[config.mk]
export PLATFORM = sky130hd
export DESIGN_NAME = tmr_chan
export DESIGN_NICKNAME = d
export VERILOG_FILES = /design/src/rtl/tmr_chan_pkg.sv /design/src/rtl/tmr_chan_sync.sv /design/src/rtl/tmr_chan_cap.sv /design/src/rtl/tmr_chan_cmp.sv /design/src/rtl/tmr_chan_pwm.sv /design/src/rtl/tmr_chan.sv
export SDC_FILE = /design/constraint.sdc
export NUM_CORES = 1
export LEC_CHECK = 0
export CAP_MARGIN = 20
export CELL_PAD_IN_SITES_DETAIL_PLACEMENT = 1
export CELL_PAD_IN_SITES_GLOBAL_PLACEMENT = 2
export CORE_MARGIN = 2
export CORE_UTILIZATION = 46
export CTS_BUF_LIST = sky130_fd_sc_hd__clkbuf_4 sky130_fd_sc_hd__clkbuf_8
export DETAILED_ROUTE_END_ITERATION = 6
export DONT_BUFFER_PORTS = 1
export PLACE_DENSITY_LB_ADDON = 0.2
export SETUP_SLACK_MARGIN = 0.05
export SYNTH_ARGS = -nofsm -noshare
export SYNTH_HDL_FRONTEND = slang
export SYNTH_SLANG_ARGS = --single-unit
[constraint.sdc]
create_clock -name clk -period 5.9 [get_ports clk]
set_input_delay 0.59 -clock clk [delete_from_list [all_inputs] [get_ports clk]]
set_output_delay 0.59 -clock clk [all_outputs]
set_load 0.03 [all_outputs]
[src/rtl/tmr_chan_pkg.sv]
package tmr_chan_pkg;

  typedef enum logic [1:0] {
    ROLE_OFF,
    ROLE_CAP,
    ROLE_CMP,
    ROLE_PWM
  } role_e;

  localparam logic [1:0] ADR_CTRL = 2'd0;
  localparam logic [1:0] ADR_VLO  = 2'd1;
  localparam logic [1:0] ADR_VHI  = 2'd2;
  localparam logic [1:0] ADR_FCLR = 2'd3;

  localparam logic [3:0] M_TOGGLE  = 4'b0010;
  localparam logic [3:0] M_FALL    = 4'b0100;
  localparam logic [3:0] M_RISE    = 4'b0101;
  localparam logic [3:0] M_PRE_A   = 4'b0110;
  localparam logic [3:0] M_PRE_B   = 4'b0111;
  localparam logic [3:0] M_SET_HI  = 4'b1000;
  localparam logic [3:0] M_SET_LO  = 4'b1001;
  localparam logic [3:0] M_IRQ     = 4'b1010;
  localparam logic [3:0] M_SPECIAL = 4'b1011;

  function automatic role_e role_of(input logic [3:0] m);
    role_e r;
    if (m[3:2] == 2'b11)      r = ROLE_PWM;
    else if (m[3])            r = ROLE_CMP;
    else if (m[2])            r = ROLE_CAP;
    else if (m == M_TOGGLE)   r = ROLE_CMP;
    else                      r = ROLE_OFF;
    return r;
  endfunction

endpackage

[src/rtl/tmr_chan_sync.sv]
module tmr_chan_sync #(
  parameter int STAGES = 2
) (
  input  logic clk,
  input  logic rst_n,
  input  logic d,
  output logic q
);
  logic [STAGES-1:0] sh_q;
  logic [STAGES-1:0] sh_d;

  always_comb sh_d = {sh_q[STAGES-2:0], d};

  always_ff @(posedge clk or negedge rst_n) begin
    if (!rst_n) sh_q <= '0;
    else        sh_q <= sh_d;
  end

  assign q = sh_q[STAGES-1];
endmodule

[src/rtl/tmr_chan_cap.sv]
module tmr_chan_cap
  import tmr_chan_pkg::*;
#(
  parameter int PRE_A = 4,
  parameter int PRE_B = 16
) (
  input  logic       clk,
  input  logic       rst_n,
  input  logic       clr,
  input  logic       active,
  input  logic [3:0] mode,
  input  logic       alt_sel,
  input  logic       pin_s,
  input  logic       alt_evt,
  output logic       fire
);
  localparam int PMAX = (PRE_A > PRE_B) ? PRE_A : PRE_B;
  localparam int CW   = (PMAX > 2) ? $clog2(PMAX) : 1;

  logic          pin_d_q;
  logic [CW-1:0] cnt_q, cnt_d;
  logic          rise, fall, evt;
  logic [CW-1:0] limit;

  assign rise = pin_s & ~pin_d_q;
  assign fall = ~pin_s & pin_d_q;

  always_comb begin
    if (alt_sel)             evt = alt_evt;
    else if (mode == M_FALL) evt = fall;
    else                     evt = rise;
  end

  always_comb begin
    case (mode)
      M_PRE_A: limit = CW'(PRE_A - 1);
      M_PRE_B: limit = CW'(PRE_B - 1);
      default: limit = '0;
    endcase
  end

  assign fire = active & evt & (cnt_q == limit);

  always_comb begin
    cnt_d = cnt_q;
    if (clr)                  cnt_d = '0;
    else if (active && evt)   cnt_d = (cnt_q == limit) ? '0 : cnt_q + 1'b1;
  end

  always_ff @(posedge clk or negedge rst_n) begin
    if (!rst_n) begin
      pin_d_q <= 1'b0;
      cnt_q   <= '0;
    end else begin
      pin_d_q <= pin_s;
      cnt_q   <= cnt_d;
    end
  end
endmodule

[src/rtl/tmr_chan_cmp.sv]
module tmr_chan_cmp #(
  parameter int TW = 16
) (
  input  logic          clk,
  input  logic          rst_n,
  input  logic [TW-1:0] tmr,
  input  logic [TW-1:0] ref_val,
  output logic          hit
);
  logic match, match_q;

  assign match = (tmr == ref_val);
  assign hit   = match & ~match_q;

  always_ff @(posedge clk or negedge rst_n) begin
    if (!rst_n) match_q <= 1'b0;
    else        match_q <= match;
  end
endmodule

[src/rtl/tmr_chan_pwm.sv]
module tmr_chan_pwm #(
  parameter int DW = 10
) (
  input  logic          clk,
  input  logic          rst_n,
  input  logic          clr,
  input  logic          active,
  input  logic          roll,
  input  logic [DW-1:0] duty_in,
  output logic          pin
);
  localparam logic [DW-1:0] CMAX = '1;

  logic [DW-1:0] cnt_q, cnt_d;
  logic [DW-1:0] duty_q, duty_d;
  logic          pin_q, pin_d;

  always_comb begin
    cnt_d  = cnt_q;
    duty_d = duty_q;
    pin_d  = pin_q;
    if (clr || !active) begin
      cnt_d  = '0;
      duty_d = '0;
      pin_d  = 1'b0;
    end else if (roll) begin
      duty_d = duty_in;
      cnt_d  = {{(DW-1){1'b0}}, 1'b1};
      pin_d  = (duty_in != '0);
    end else begin
      if (cnt_q == duty_q) pin_d = 1'b0;
      if (cnt_q != CMAX)   cnt_d = cnt_q + 1'b1;
    end
  end

  always_ff @(posedge clk or negedge rst_n) begin
    if (!rst_n) begin
      cnt_q  <= '0;
      duty_q <= '0;
      pin_q  <= 1'b0;
    end else begin
      cnt_q  <= cnt_d;
      duty_q <= duty_d;
      pin_q  <= pin_d;
    end
  end

  assign pin = pin_q;
endmodule

[src/rtl/tmr_chan.sv]
module tmr_chan
  import tmr_chan_pkg::*;
#(
  parameter int TW     = 16,
  parameter int DW     = 10,
  parameter int SYNC_N = 2,
  parameter int PRE_A  = 4,
  parameter int PRE_B  = 16
) (
  input  logic          clk,
  input  logic          rst_n,
  input  logic          pin_in,
  input  logic          alt_evt,
  input  logic [TW-1:0] tmr_val,
  input  logic          pwm_roll,
  input  logic          wr_en,
  input  logic [1:0]    wr_addr,
  input  logic [7:0]    wr_data,
  output logic          pin_out,
  output logic          irq_flag,
  output logic          spec_evt,
  output logic [TW-1:0] cap_val
);
  localparam int DHI = DW - 2;

  logic [3:0]    mode_q, mode_d;
  logic [1:0]    dlo_q, dlo_d;
  logic          alt_q, alt_d;
  logic [TW-1:0] val_q, val_d;
  logic          pin_q, pin_d;
  logic          flag_q, flag_d;
  logic          spec_q, spec_d;

  logic  ctrl_wr, vlo_wr, vhi_wr, flag_clr_w;
  logic  mode_chg, unit_clr;
  role_e role;
  logic  pin_s, cap_fire, cmp_hit, cmp_evt, pwm_pin;

  assign ctrl_wr    = wr_en && (wr_addr == ADR_CTRL);
  assign vlo_wr     = wr_en && (wr_addr == ADR_VLO);
  assign vhi_wr     = wr_en && (wr_addr == ADR_VHI);
  assign flag_clr_w = wr_en && (wr_addr == ADR_FCLR) && wr_data[0];
  assign mode_chg   = ctrl_wr && (wr_data[3:0] != mode_q);
  assign role       = role_of(mode_q);
  assign unit_clr   = mode_chg || (role == ROLE_OFF);

  tmr_chan_sync #(.STAGES(SYNC_N)) sync_i (
    .clk(clk), .rst_n(rst_n), .d(pin_in), .q(pin_s)
  );

  tmr_chan_cap #(.PRE_A(PRE_A), .PRE_B(PRE_B)) cap_i (
    .clk(clk), .rst_n(rst_n), .clr(unit_clr), .active(role == ROLE_CAP),
    .mode(mode_q), .alt_sel(alt_q), .pin_s(pin_s), .alt_evt(alt_evt),
    .fire(cap_fire)
  );

  tmr_chan_cmp #(.TW(TW)) cmp_i (
    .clk(clk), .rst_n(rst_n), .tmr(tmr_val), .ref_val(val_q), .hit(cmp_hit)
  );

  tmr_chan_pwm #(.DW(DW)) pwm_i (
    .clk(clk), .rst_n(rst_n), .clr(unit_clr), .active(role == ROLE_PWM),
    .roll(pwm_roll), .duty_in({val_q[DHI-1:0], dlo_q}), .pin(pwm_pin)
  );

  assign cmp_evt = cmp_hit && (role == ROLE_CMP);

  // control register
  always_comb begin
    mode_d = mode_q;
    dlo_d  = dlo_q;
    alt_d  = alt_q;
    if (ctrl_wr) begin
      mode_d = wr_data[3:0];
      dlo_d  = wr_data[5:4];
      alt_d  = wr_data[7];
    end
  end

  // value register: capture has priority over a software write
  always_comb begin
    val_d = val_q;
    if (vlo_wr) val_d[7:0]    = wr_data;
    if (vhi_wr) val_d[TW-1:8] = wr_data[TW-9:0];
    if (cap_fire) val_d = tmr_val;
  end

  // pin, flag and special-event pulse
  always_comb begin
    pin_d = pin_q;
    if (mode_chg) begin
      case (wr_data[3:0])
        M_SET_LO:                  pin_d = 1'b1;
        M_TOGGLE, M_IRQ, M_SPECIAL: pin_d = pin_q;
        default:                   pin_d = 1'b0;
      endcase
    end else if (cmp_evt) begin
      case (mode_q)
        M_TOGGLE: pin_d = ~pin_q;
        M_SET_HI: pin_d = 1'b1;
        M_SET_LO: pin_d = 1'b0;
        default:  pin_d = pin_q;
      endcase
    end

    spec_d = cmp_evt && (mode_q == M_SPECIAL);

    flag_d = flag_q;
    if (role == ROLE_OFF)         flag_d = 1'b0;
    else if (cap_fire || cmp_evt) flag_d = 1'b1;
    else if (flag_clr_w)          flag_d = 1'b0;
  end

  always_ff @(posedge clk or negedge rst_n) begin
    if (!rst_n) begin
      mode_q <= '0;
      dlo_q  <= '0;
      alt_q  <= 1'b0;
      val_q  <= '0;
      pin_q  <= 1'b0;
      flag_q <= 1'b0;
      spec_q <= 1'b0;
    end else begin
      mode_q <= mode_d;
      dlo_q  <= dlo_d;
      alt_q  <= alt_d;
      val_q  <= val_d;
      pin_q  <= pin_d;
      flag_q <= flag_d;
      spec_q <= spec_d;
    end
  end

  assign pin_out  = (role == ROLE_PWM) ? pwm_pin : pin_q;
  assign irq_flag = flag_q;
  assign spec_evt = spec_q;
  assign cap_val  = val_q;
endmodule

# [Word level (Yosys, flattened, before mapping)]
# Index checks and enable logic that the tools add are counted.
[classes] n_eq_ne=24 bitwise=9 muxes=29 addsub=2 n_reduce_logical=27
[op_table] op="two-way mux 10 bit" count=5
[op_table] op="equality test 4 bit (second input constant)" count=6
[op_table] op="equality test 16 bit" count=1
[op_table] op="two-way mux 16 bit" count=1
[op_table] op="two-way mux 8 bit" count=2
[op_table] op="equality test 4 x 3 -> 1 bit (second input constant)" count=3
[op_table] op="two-way mux 4 bit" count=3
[op_table] op="two-way mux 1 bit" count=11
[op_table] op="adder 10 x 1 -> 10 bit (second input constant)" count=1
[op_table] op="equality test 10 bit" count=1
[op_table] op="equality test 2 bit (second input constant)" count=5
[op_table] op="!= test 10 bit (second input constant)" count=1
[op_table] op="nonzero test 10 bit" count=1
[op_table] op="nonzero test 2 bit" count=5
[op_table] op="logical AND 1 bit" count=9
[op_table] op="nonzero test 3 bit" count=3
[op_table] op="equality test 4 x 2 -> 1 bit (second input constant)" count=2
[op_table] op="two-way mux 2 bit" count=4
[op_table] op="one-hot mux 4 bit (2 select lines)" count=1
[op_table] op="AND 1 bit" count=5
[op_table] op="adder 4 x 1 -> 4 bit (second input constant)" count=1
[op_table] op="equality test 2 x 1 -> 1 bit (second input constant)" count=2
[op_table] op="equality test 4 bit" count=1
[op_table] op="logical NOT 2 bit" count=2
[op_table] op="other kinds (10)" count=15
[word_totals] register_bits=55 word_cells=106 inputBits=32 output_inout_bits=19

# [Logic depth before layout (Yosys ltp)]
# Gate-level depths: netlist of run 1.
[depth] ltp_word=11 ltp_mapped=7

# [By module]
# A second synthesis of run 1 with hierarchy kept.
[hier_totals] hier_cells=285 hier_area_um2=2996.6
[modules_own_cells] module="tmr_chan" cells_each=121 area_per_inst_um2=1293.7 n_inst=1
[modules_own_cells] module="tmr_chan_pwm" cells_each=102 area_per_inst_um2=1081.0 n_inst=1
[modules_own_cells] module="tmr_chan_cap" cells_each=37 area_per_inst_um2=362.8 n_inst=1
[modules_own_cells] module="tmr_chan_cmp" cells_each=23 area_per_inst_um2=209.0 n_inst=1
[modules_own_cells] module="tmr_chan_sync" cells_each=2 area_per_inst_um2=50.0 n_inst=1

# [Worst setup path after synthesis of run 1]
# Ideal clock, no wire load.
[synth_path] path_type="input-to-reg" from="input port wr_data[0]" to="register pwm_i.duty_q[4]" path_slack_ns=3.830 path_stages=7 t_required_ns=5.833 path_buffers=2 t_arrival_ns=2.003 setup_time_ns=0.067 path_cell_list="clkbuf_1 -> xor2_1 -> o41ai_4 -> and2b_1 -> and2b_4 -> buf_6 -> a22o_1"
[synth_between] elab_chain_cells=5 elab_cells_between_ends=6 classes_between="eq/ne (1); mux (1); reduce/logical (4)"
[synth_rtl] item="start, declared" line_no="tmr_chan.sv:18" text="input logic [7:0] wr_data,"
[synth_rtl] item="!= test 4 bit *" line_no="tmr_chan.sv:43" text="assign mode_chg = ctrl_wr && (wr_data[3:0] != mode_q);"
[synth_rtl] item="logical AND 1 bit *" line_no="tmr_chan.sv:43"
[synth_rtl] item="logical OR 1 bit *" line_no="tmr_chan.sv:45" text="assign unit_clr = mode_chg || (role == ROLE_OFF);"
[synth_rtl] item="logical OR 1 bit *" line_no="tmr_chan_pwm.sv:22" text="if (clr || !active) begin"
[synth_rtl] item="two-way mux 10 bit / nonzero test 2 bit (equally long branches)"
[synth_rtl] item="end signal, assigned" line_no="tmr_chan_pwm.sv:43" text="duty_q <= duty_d;"
[synth_rtl] item="end, declared" line_no="tmr_chan_pwm.sv:15" text="logic [DW-1:0] duty_q, duty_d;"
# Mark *: on every way between the ends. The rest lies on a longest branch, timed or not.
# A chain may end at the register's enable or synchronous reset.

# [Worst setup path after layout of run 1]
[layout_path] from="register mode_q[0]" to="register pwm_i.duty_q[6]"
[layout_between] elab_chain_cells=9 elab_cells_between_ends=14 classes_between="eq/ne (3); mux (5); reduce/logical (6)"
[layout_rtl] item="start, declared" line_no="tmr_chan.sv:26" text="logic [3:0] mode_q, mode_d;"
[layout_rtl] item="start signal, assigned" line_no="tmr_chan.sv:124" text="mode_q <= mode_d;"
[layout_rtl] item="equality test 4 x 2 -> 1 bit" line_no="tmr_chan_pkg.sv:30" text="else if (m == M_TOGGLE) r = ROLE_CMP;"
[layout_rtl] item="two-way mux 2 bit" line_no="tmr_chan_pkg.sv:30"
[layout_rtl] item="two-way mux 2 bit" line_no="tmr_chan_pkg.sv:29" text="else if (m[2]) r = ROLE_CAP;"
[layout_rtl] item="two-way mux 2 bit" line_no="tmr_chan_pkg.sv:28" text="else if (m[3]) r = ROLE_CMP;"
[layout_rtl] item="two-way mux 2 bit" line_no="tmr_chan_pkg.sv:27" text="if (m[3:2] == 2'b11) r = ROLE_PWM;"
[layout_rtl] item="equality test 2 bit / logical NOT 2 bit (equally long branches)" line_no="tmr_chan.sv:62, tmr_chan.sv:45"
[layout_rtl] item="logical NOT 1 bit / logical OR 1 bit (equally long branches)" line_no="tmr_chan_pwm.sv:22, tmr_chan.sv:45"
[layout_rtl] item="logical OR 1 bit *" line_no="tmr_chan_pwm.sv:22"
[layout_rtl] item="two-way mux 10 bit / nonzero test 2 bit (equally long branches)"
# Marked as above.

==> summary.txt, run 1 <==
Yosys cell types = 44
Drt initial violations = 56
CP required = 6150 ps
Clk buf depth = 2
Rel. slew slack = 0.5086
CP max stage delay = 520 ps
Startpoint Class = flop
Vias in the first global route = 2119
Max Cap Viol = 0
Critical path class = flop to flop
CP bufs+invs = 0
Cells after synthesis = 257
Post-Syn Nets = 291
Most instantiated library cell after synthesis = dfrtp_1
Row Count = 29
Cts bufs inserted = 5
Final Critical Period = 2131 ps
Synthesis-stage register bit count = 55
Mean Syn Cell Area = 11.53 um2
Critical path's slowest cell = o41ai_4
Max Fclk = 469.2 MHz
Post-DP HPWL = 4.802 mm
ANT cells = 0
Largest cells by area after synthesis = dfrtp_1, mux2_2, xnor2_1
Area Growth Syn to Fin = 6.292%
Routed WL = 6.473 mm
Setup TNS = 0 ps
GRT Overall Usage = 0.1946
Top post-synthesis cells by count = dfrtp_1, mux2_2, xnor2_1
Chip width = 84.26 um
Fin. max-slew vios = 0
Worst-Margin Slew = 730.4 ps
Routed length per instance = 19.32 um
Initial antenna violation count = 0
Largest net degree at the start of global routing = 56
EDFF count, synth = 0
Leak Pwr = 1.364 nW
DRC viols = 0
Pre-antenna DRT Iters = 3
H-Tree Depth = 2
Core Area = 6277 um2
GR Overflow Total = 0
Final setup viols = 0
I/O pin cnt = 51
Largest delay share family, worst path = compound AO/OA/AOI/OAI gates
Post-synth top area cell = dfrtp_1
CTS tree = done
Sequential area share after synthesis = 0.4645
Placer Congestion = 0.7666
Fill cells = 668
Vias/cell = 5.818
Pwr Total = 1.167 mW
Cell Pwr Density = 370.6 nW/um2
Total number of vias = 1949
RSZ-0062 raised after global routing = no
Reg2Reg Depth = 5
Root Driver = clkbuf_8
Clock transition at path regs = 100 ps
Worst IR Drop VDD = 0.1942 mV
Crit end category = flop
Outcome = complete, no violations
Critical Path Fanout Max = 11
Clock Latency Late Sink = 310 ps
Synthesized cell area = 2963 um2
Nets@finish = 291
Cell depth of the worst setup path = 5
HP Class = input pin to async pin
Primary FF master, synth = dfrtp_1
First-pass GRT wire length = 10.92 mm
Critical path cell sequence = xor2_1 -> o41ai_4 -> and2b_1 -> and2_1 -> a22o_1
Layout cells sized above 1 = 0.1977
Worst hold slack = 132.5 ps
Post-synth ARST share = 1.000
CP arrival = 2380 ps
Fin Clk Skew = 9.600 ps
Clock sink count = 55
Total die area = 7099 um2
Die Ht = 84.26 um
Port-buffer cells = 0
Tcrit/Tclk final = 0.3612
Post-CTS Setup Repair Bufs = 0
Yosys warns = 0
Top cell type's share of synthesized area = 0.4645
Final Hold Fails = 0
Initial core utilization = 0.4720
Post-route ant nets = 0
## repair_timing
action	in CTS	in global routing
resized for setup	0	0
endpoints found under the hold margin	55	0
hold buffers	1	0
endpoints found under the setup margin	0	0
## per-layer routing
layer / vias up / global-route usage / part of all wire
li1: 931 / - / -
met1: 984 / 0.2475 / 0.44
met2: 30 / 0.3276 / 0.50
met3: 4 / 0.05605 / 0.049
met4: 0 / 0.04839 / 0.0077
met5: - / 0 / 0
## cells by family (layout without fill, tap and decap cells)
kind of cell               count (synthesis)  in the layout  synth area share
AOI/OAI and AO/OA                         29             29           0.07982
xor gates and xnor gates                  37             37            0.1094
adders and majority gates                  2              2          0.008445
buffers and inverters                     10             11           0.02027
DFF                                       55             55            0.4645
muxes                                     43             43            0.1613
and+or+nand+nor                           81             81            0.1563
## cell usage in the layout, fill, tap and decap left out, types with 2 or more instances in the layout
cell type,netlist,layout
a21oi_1,2,2
a22o_1,10,10
a31oi_1,3,3
and3_1,5,5
clkbuf_8,0,7
dfrtp_1,55,55
ha_1,2,2
mux2_2,37,37
mux2i_1,5,5
nand2_1,12,12
nand2b_1,6,6
nand3_1,8,8
nand3b_1,2,2
nand4_1,8,8
nand4b_1,2,2
nor2_1,14,14
nor2b_1,3,3
nor3_1,3,3
nor3b_1,5,5
nor4_1,5,5
o211a_1,2,2
o21ai_0,5,5
xnor2_1,22,22
xor2_1,15,15
## state kept, by name, indices dropped and copies added (netlist names)
signal and flops:
cap_val 16, pwm_i.cnt_q 10, pwm_i.duty_q 10, cap_i.cnt_q 4, mode_q 4, dlo_q 2, sync_i.sh_q 2, alt_q 1
cap_i.pin_d_q 1, cmp_i.match_q 1, irq_flag 1, pin_q 1, pwm_i.pin 1, spec_evt 1
## worst paths after layout
check	startpoint	end	slack, ps
setup / recovery	mode_q[0]	pwm_i.duty_q[6]	3770
hold / removal	rst_n	pwm_i.duty_q[9]	130
setup reg to reg	mode_q[0]	pwm_i.duty_q[6]	3770
hold reg to reg	sync_i.sh_q[0]	sync_i.sh_q[1]	360
max in group asynchronous	rst_n	mode_q[2]	5530
min in group clk	pin_in	sync_i.sh_q[0]	310
## cell type report
cell class | count | area (um2) | area share
inverters | 1 | 3.754 | 0.001192
well taps | 77 | 96.34 | 0.03059
clock buffers | 7 | 96.34 | 0.03059
flip-flops and latches | 55 | 1376 | 0.4370
multi-input cells | 192 | 1526 | 0.4847
repair buffers | 2 | 42.54 | 0.01351
clock inverters | 1 | 7.507 | 0.002384
## stage by stage
| step | area (um2) | util | setup WS (ps) | instances |
|---|---|---|---|---|
| after global routing | 3149 | 0.5017 | 3620 | 335 |
| after floorplan | 2963 | - | 3830 | 257 |
| after CTS | 3134 | 0.4993 | 3138 | 334 |
| after detailed placement | 3003 | 0.4784 | 3139 | 325 |
| after global placement | 3003 | 0.4784 | 3157 | 325 |
| final | 3149 | 0.5017 | 3769 | 335 |
## report_power, final
part | switching (mW) | leakage (nW) | internal (mW)
clock | 0.122 | 0.0505 | 0.107
sequential | 0.216 | 0.705 | 0.451
combinational | 0.107 | 0.609 | 0.164
total | 0.445 | 1.36 | 0.722
Power figures use the tool's default switching activity.
==> inputs of run 2 (changes only) <==
- CORE_UTILIZATION: 46 -> 39
- clock period: 5.9 -> 1.9 ns (I/O delays scaled with it)
==> summary.txt, run 2 (synthesized netlist as in run 1, its figures left out) <==
DP Cell Count = 372 (+14%)
Drt initial violations = 54 (-3.6%)
Outcome = complete, but fails checks
Critical path cell sequence = or2_1 -> a211o_1 -> and2_4 -> nand4b_1 -> buf_6 -> buf_12 -> mux2_2
Fin util = 0.4923 (-0.009415)
Worst reg2reg path endpoint = cap_val[10]
Vias in the first global route = 2297 (+8.4%)
Critical Path Fanout Max = 10 (-1)
Reg2reg start = mode_q[1]
GRT Overall Usage = 0.1861 (-0.008464)
Nets@finish = 329 (+13%)
Leak Pwr = 1.600 nW (+17%)
Row Count = 31 (+6.9%)
Total area of sequential cells = 1376 um2 (unchanged)
Clk buf depth = 2 (unchanged)
Final Critical Period = 1946 ps (-185.5 ps)
Layout cells sized above 1 = 0.2973 (+0.09962)
Critical path class = flop to flop
Pre-antenna DRT Iters = 4 (+1)
Max Fclk = 514.0 MHz (+9.5%)
Most common cell after layout, fill and taps aside = dfrtp_1
Fin Clk Skew = 12.36 ps (+2.761 ps)
Setup ws final = -45.59 ps (-3814 ps)
Reg2Reg Depth = 7 (+2)
Initial core utilization = 0.4063 (-0.06568)
Multi-input combinational cell area = 1597 um2 (+4.6%)
Cts bufs inserted = 5 (unchanged)
Cell Pwr Density = 1113 nW/um2 (+200%)
DRC viols = 0 (unchanged)
Place WS = 9.511 ps (-3130 ps)
Critical path's slowest cell = dfrtp_1
Final setup viols = 16 (+16)
FF-to-FF setup slack = -50 ps (-3810 ps)
Tcrit/Tclk final = 1.024 (+0.6628)
Hold path endpoint = dlo_q[1]
Chip width = 91.16 um (+8.2%)
Placer Congestion = 0.7474 (-2.5%)
Worst IR Drop VDD = 0.5566 mV (+190%)
Vias/cell = 5.451 (-6.3%)
H-Tree Depth = 2 (unchanged)
Largest net degree at the start of global routing = 56 (unchanged)
Final Hold Fails = 0 (unchanged)
CTS tree = done
Hold path start = wr_data[5]
CP arrival = 2160 ps (-220 ps)
Final Instance Count excl. Fillers = 395 (+18%)
Fin. max-slew vios = 0 (unchanged)
Die Ht = 91.16 um (+8.2%)
Rel. slew slack = 0.6309 (+0.1223)
Total number of vias = 2153 (+10%)
Max Cap Viol = 0 (unchanged)
Clock transition at path regs = 110 ps (about the same)
Startpoint Class = flop
Clock Latency Late Sink = 320 ps (about the same)
Routed WL = 7.667 mm (+18%)
CP max stage delay = 420 ps (-100 ps)
Fill cells = 809 (+21%)
Worst-Margin Slew = 548.9 ps (-181.5 ps)
HP Class = input pin to flop
Hold depth = 1
Post-DP HPWL = 5.455 mm (+14%)
Area Growth Syn to Fin = 21.16%
CP required = 2110 ps (-4040 ps)
GR Overflow Total = 0 (unchanged)
First-pass GRT wire length = 12.17 mm (+12%)
I/O pin cnt = 51 (unchanged)
Clock sink count = 55 (unchanged)
Port-buffer cells = 0 (unchanged)
RSZ-0062 raised after global routing = yes
Crit end category = flop
Initial antenna violation count = 0 (unchanged)
ANT cells = 0 (unchanged)
Failing checks = setup timing
Most frequent cells in the layout = dfrtp_1, mux2_2, buf_4
Max FFs per register = 16 (unchanged)
Core Area = 7292 um2 (+16%)
Total die area = 8310 um2 (+17%)
Post-route ant nets = 0 (unchanged)
Root Driver = clkbuf_8
Routed length per instance = 19.41 um (+0.45%)
## run 2: cell count changes in the layout (fill, tap and decap cells not counted), sizes merged
| cell | change |
|---|---|
| clkinvlp | -1 |
| clkbuf | -1 |
| buf | +27 |
| and2b | +1 |
| clkinv | +1 |
| dlygate4sd3 | +9 |
| inv | +2 |
## run 2: repair_timing
item / in CTS / in global routing
hold buffers: 5 / 5
hold endpoints to repair: 58 / 5
setup endpoints to repair: 24 / 37
gates cloned: 1 / 1
pin swaps: 0 / 1
buffers inserted: 0 / 3
resized for setup: 5 / 9
## run 2: stage by stage
step / hold WS [ps] / TNS, ps / cell area [um2] / power (mW)
after floorplan: -105.6 / 0 / 2989 / 2.759
after detailed placement: -103.8 / 0 / 3256 / 3.200
after global placement: -103.9 / 0 / 3256 / 3.166
after global routing: 0.3207 / -1964 / 3590 / 4.222
final: 11.65 / -519.7 / 3590 / 3.995
after CTS: 1.310 / -17.85 / 3441 / 3.954
## run 2: report_power, final
part           total [mW]  leakage, nW  internal [mW]  switching, mW
Sequential           1.73        0.705           1.41          0.325
Clock               0.704       0.0491          0.273          0.431
Combinational        1.56        0.847          0.778          0.781
## run 2: critical path: cells and delay by family, from the launching register on
kind / cells / cell delay, ps
simple gates: 3 / 500
flops: 1 / 420
mux: 1 / 330
buf+inv: 2 / 290
compound gates: 1 / 280
## run 2: worst max-delay path by stage
stage | startpoint | endpoint | slack, ps | cells past startpoint
global placement | mode_q[1] | cap_val[5] | 50 | 6
CTS | mode_q[1] | cap_val[9] | -10 | 6
floorplan | mode_q[1] | cap_val[10] | 30 | 7
global route | mode_q[1] | cap_val[12] | -110 | 7
finish | mode_q[1] | cap_val[10] | -50 | 7
detailed placement | mode_q[1] | cap_val[9] | 10 | 6
## run 2: layout make-up
type / count / share of cell area
multi-input cells: 193 / 0.4448
repair buffers: 39 / 0.1098
inverters: 1 / 0.001046
well taps: 99 / 0.03451
flip-flops and latches: 55 / 0.3834
clock inverters: 3 / 0.007320
clock buffers: 5 / 0.01917
## run 2: per-layer routing
| metal | up-vias | share of wire | routed length, um | track usage |
|---|---|---|---|---|
| met1 | 1096 | 0.46 | 3550 | 0.2543 |
| li1 | 1007 | - | - | - |
| met5 | - | 0 | 0 | 0 |
| met3 | 6 | 0.046 | 355 | 0.04564 |
| met4 | 0 | 0.0091 | 70 | 0.04167 |
| met2 | 44 | 0.48 | 3690 | 0.3000 |
==> inputs of run 3 (changes only) <==
- HOLD_SLACK_MARGIN: unset -> 0.02
==> summary.txt, run 3 (synthesized netlist as in run 1, its figures left out) <==
Root Driver = clkbuf_8
Tcrit/Tclk final = 1.031 (+0.007452)
Failing checks = setup timing
Initial core utilization = 0.4063 (unchanged)
RSZ-0062 raised after global routing = yes
Post-route ant nets = 0 (unchanged)
Max FFs per register = 16 (unchanged)
Clock sink count = 55 (unchanged)
Port-buffer cells = 0 (unchanged)
GR Overflow Total = 0 (unchanged)
Fin Clk Skew = 14.83 ps (+2.472 ps)
Max Fclk = 510.3 MHz (-0.72%)
Vias/cell = 5.365 (-1.6%)
Pre-antenna DRT Iters = 4 (unchanged)
Largest net degree at the start of global routing = 56 (unchanged)
Row Count = 31 (unchanged)
Die Ht = 91.16 um (unchanged)
Critical path's slowest cell = dfrtp_1
Place WS = 9.511 ps (unchanged)
Drt initial violations = 47 (-13%)
Fin. max-slew vios = 0 (unchanged)
Outcome = complete, but fails checks
Vias in the first global route = 2394 (+4.2%)
Worst-Margin Slew = 533.6 ps (-15.30 ps)
Placed Area = 3256 um2 (unchanged)
Post-Layout Inst Area = 3834 um2 (+6.8%)
Crit end category = flop
Leak Pwr = 1.744 nW (+9.0%)
Clock transition at path regs = 110 ps (about the same)
Final Critical Period = 1960 ps (+14.16 ps)
H-Tree Depth = 2 (unchanged)
I/O pin cnt = 51 (unchanged)
Final setup viols = 16 (unchanged)
Nets@finish = 348 (+5.8%)
Critical Path Fanout Max = 5 (-5)
Post-DP HPWL = 5.455 mm (unchanged)
Critical path cell sequence = or2_1 -> a211o_1 -> and2_4 -> nand4b_1 -> buf_6 -> buf_12 -> mux2_2
Placer Congestion = 0.7474 (unchanged)
Cell Pwr Density = 1081 nW/um2 (-2.9%)
Chip width = 91.16 um (unchanged)
CP max stage delay = 420 ps (about the same)
CTS tree = done
Cts bufs inserted = 5 (unchanged)
Pwr Total = 4.143 mW (+3.7%)
Most common cell after layout, fill and taps aside = dfrtp_1
Worst IR Drop VDD = 0.6272 mV (+13%)
CP required = 2110 ps (about the same)
Routed WL = 8.229 mm (+7.3%)
Most frequent cells in the layout = dfrtp_1, buf_4, mux2_2
GRT Overall Usage = 0.1976 (+0.01153)
Initial antenna violation count = 0 (unchanged)
Routed length per instance = 19.88 um (+2.4%)
Startpoint Class = flop
HP Class = input pin to flop
Worst hold slack = 32.94 ps (+21.29 ps)
Core Area = 7292 um2 (unchanged)
Fin util = 0.5257 (+0.03346)
Critical path class = flop to flop
Layout cells sized above 1 = 0.3016 (+0.004290)
Clock Latency Late Sink = 320 ps (about the same)
Setup ws final = -59.75 ps (-14.16 ps)
Final Instance Count excl. Fillers = 414 (+4.8%)
Clk buf depth = 2 (unchanged)
Final Hold Fails = 0 (unchanged)
ANT cells = 0 (unchanged)
Area Growth Syn to Fin = 29.39%
DP Cell Count = 372 (unchanged)
Max Cap Viol = 0 (unchanged)
Rel. slew slack = 0.6432 (+0.01226)
First-pass GRT wire length = 12.94 mm (+6.4%)
Setup TNS = -777.2 ps (-257.5 ps)
Total die area = 8310 um2 (unchanged)
Total number of vias = 2221 (+3.2%)
DRC viols = 0 (unchanged)
CP arrival = 2170 ps (about the same)
## run 3: cell count changes in the layout (fill, tap and decap cells not counted), sizes merged
cell,delta
clkbuf,+1
buf,+3
dlygate4sd3,+15
## run 3: critical path, delay by kind of cell (launching register included)
| family | cells | cell delay, ps |
|---|---|---|
| buf+inv | 2 | 300 |
| compound gates | 1 | 320 |
| flops | 1 | 420 |
| mux | 1 | 330 |
| simple gates | 3 | 500 |
## run 3: final timing paths
kind                           startpoint  cells after the start  slack, ps             end
min in group asynchronous           rst_n                      2        410  pwm_i.cnt_q[6]
max                             mode_q[0]                      7        -60     cap_val[10]
min                            wr_data[2]                      1         30       mode_q[2]
max reg2reg                     mode_q[0]                      7        -60     cap_val[10]
min reg2reg                sync_i.sh_q[0]                      0        370  sync_i.sh_q[1]
max in group asynchronous           rst_n                      2       1250           alt_q
## run 3: final cells by class
class / instances / area [um2]
timing repair buffer: 58 / 595.6
tap: 99 / 123.9
inverter: 1 / 3.754
fill: 793 / 3458
sequential: 55 / 1376
clock buffer: 5 / 68.82
multi-input combinational: 193 / 1639
clock inverter: 3 / 26.28
## run 3: power breakdown
group          internal (mW)  leakage [nW]  total, mW  switching (mW)
clock                  0.273        0.0491      0.709           0.436
sequential              1.41         0.705       1.74           0.333
combinational          0.876         0.990       1.69           0.818
## run 3: timing repair
| action | 4_1_cts | 5_1_grt |
|---|---|---|
| gates cloned | 1 | 3 |
| pin swaps | 0 | 3 |
| gates resized for setup | 5 | 19 |
| buffers inserted | 0 | 5 |
| setup endpoints to repair | 24 | 37 |
| hold buffers | 23 | 2 |
| hold endpoints to repair | 76 | 2 |
## run 3: layer usage
layer | global-route usage | vias up | wire (um) | share of wire
li1 | - | 1042 | - | -
met5 | 0 | - | 0 | 0
met2 | 0.3247 | 46 | 4019 | 0.49
met3 | 0.05228 | 10 | 424 | 0.052
met1 | 0.2634 | 1123 | 3689 | 0.45
met4 | 0.04167 | 0 | 95 | 0.012
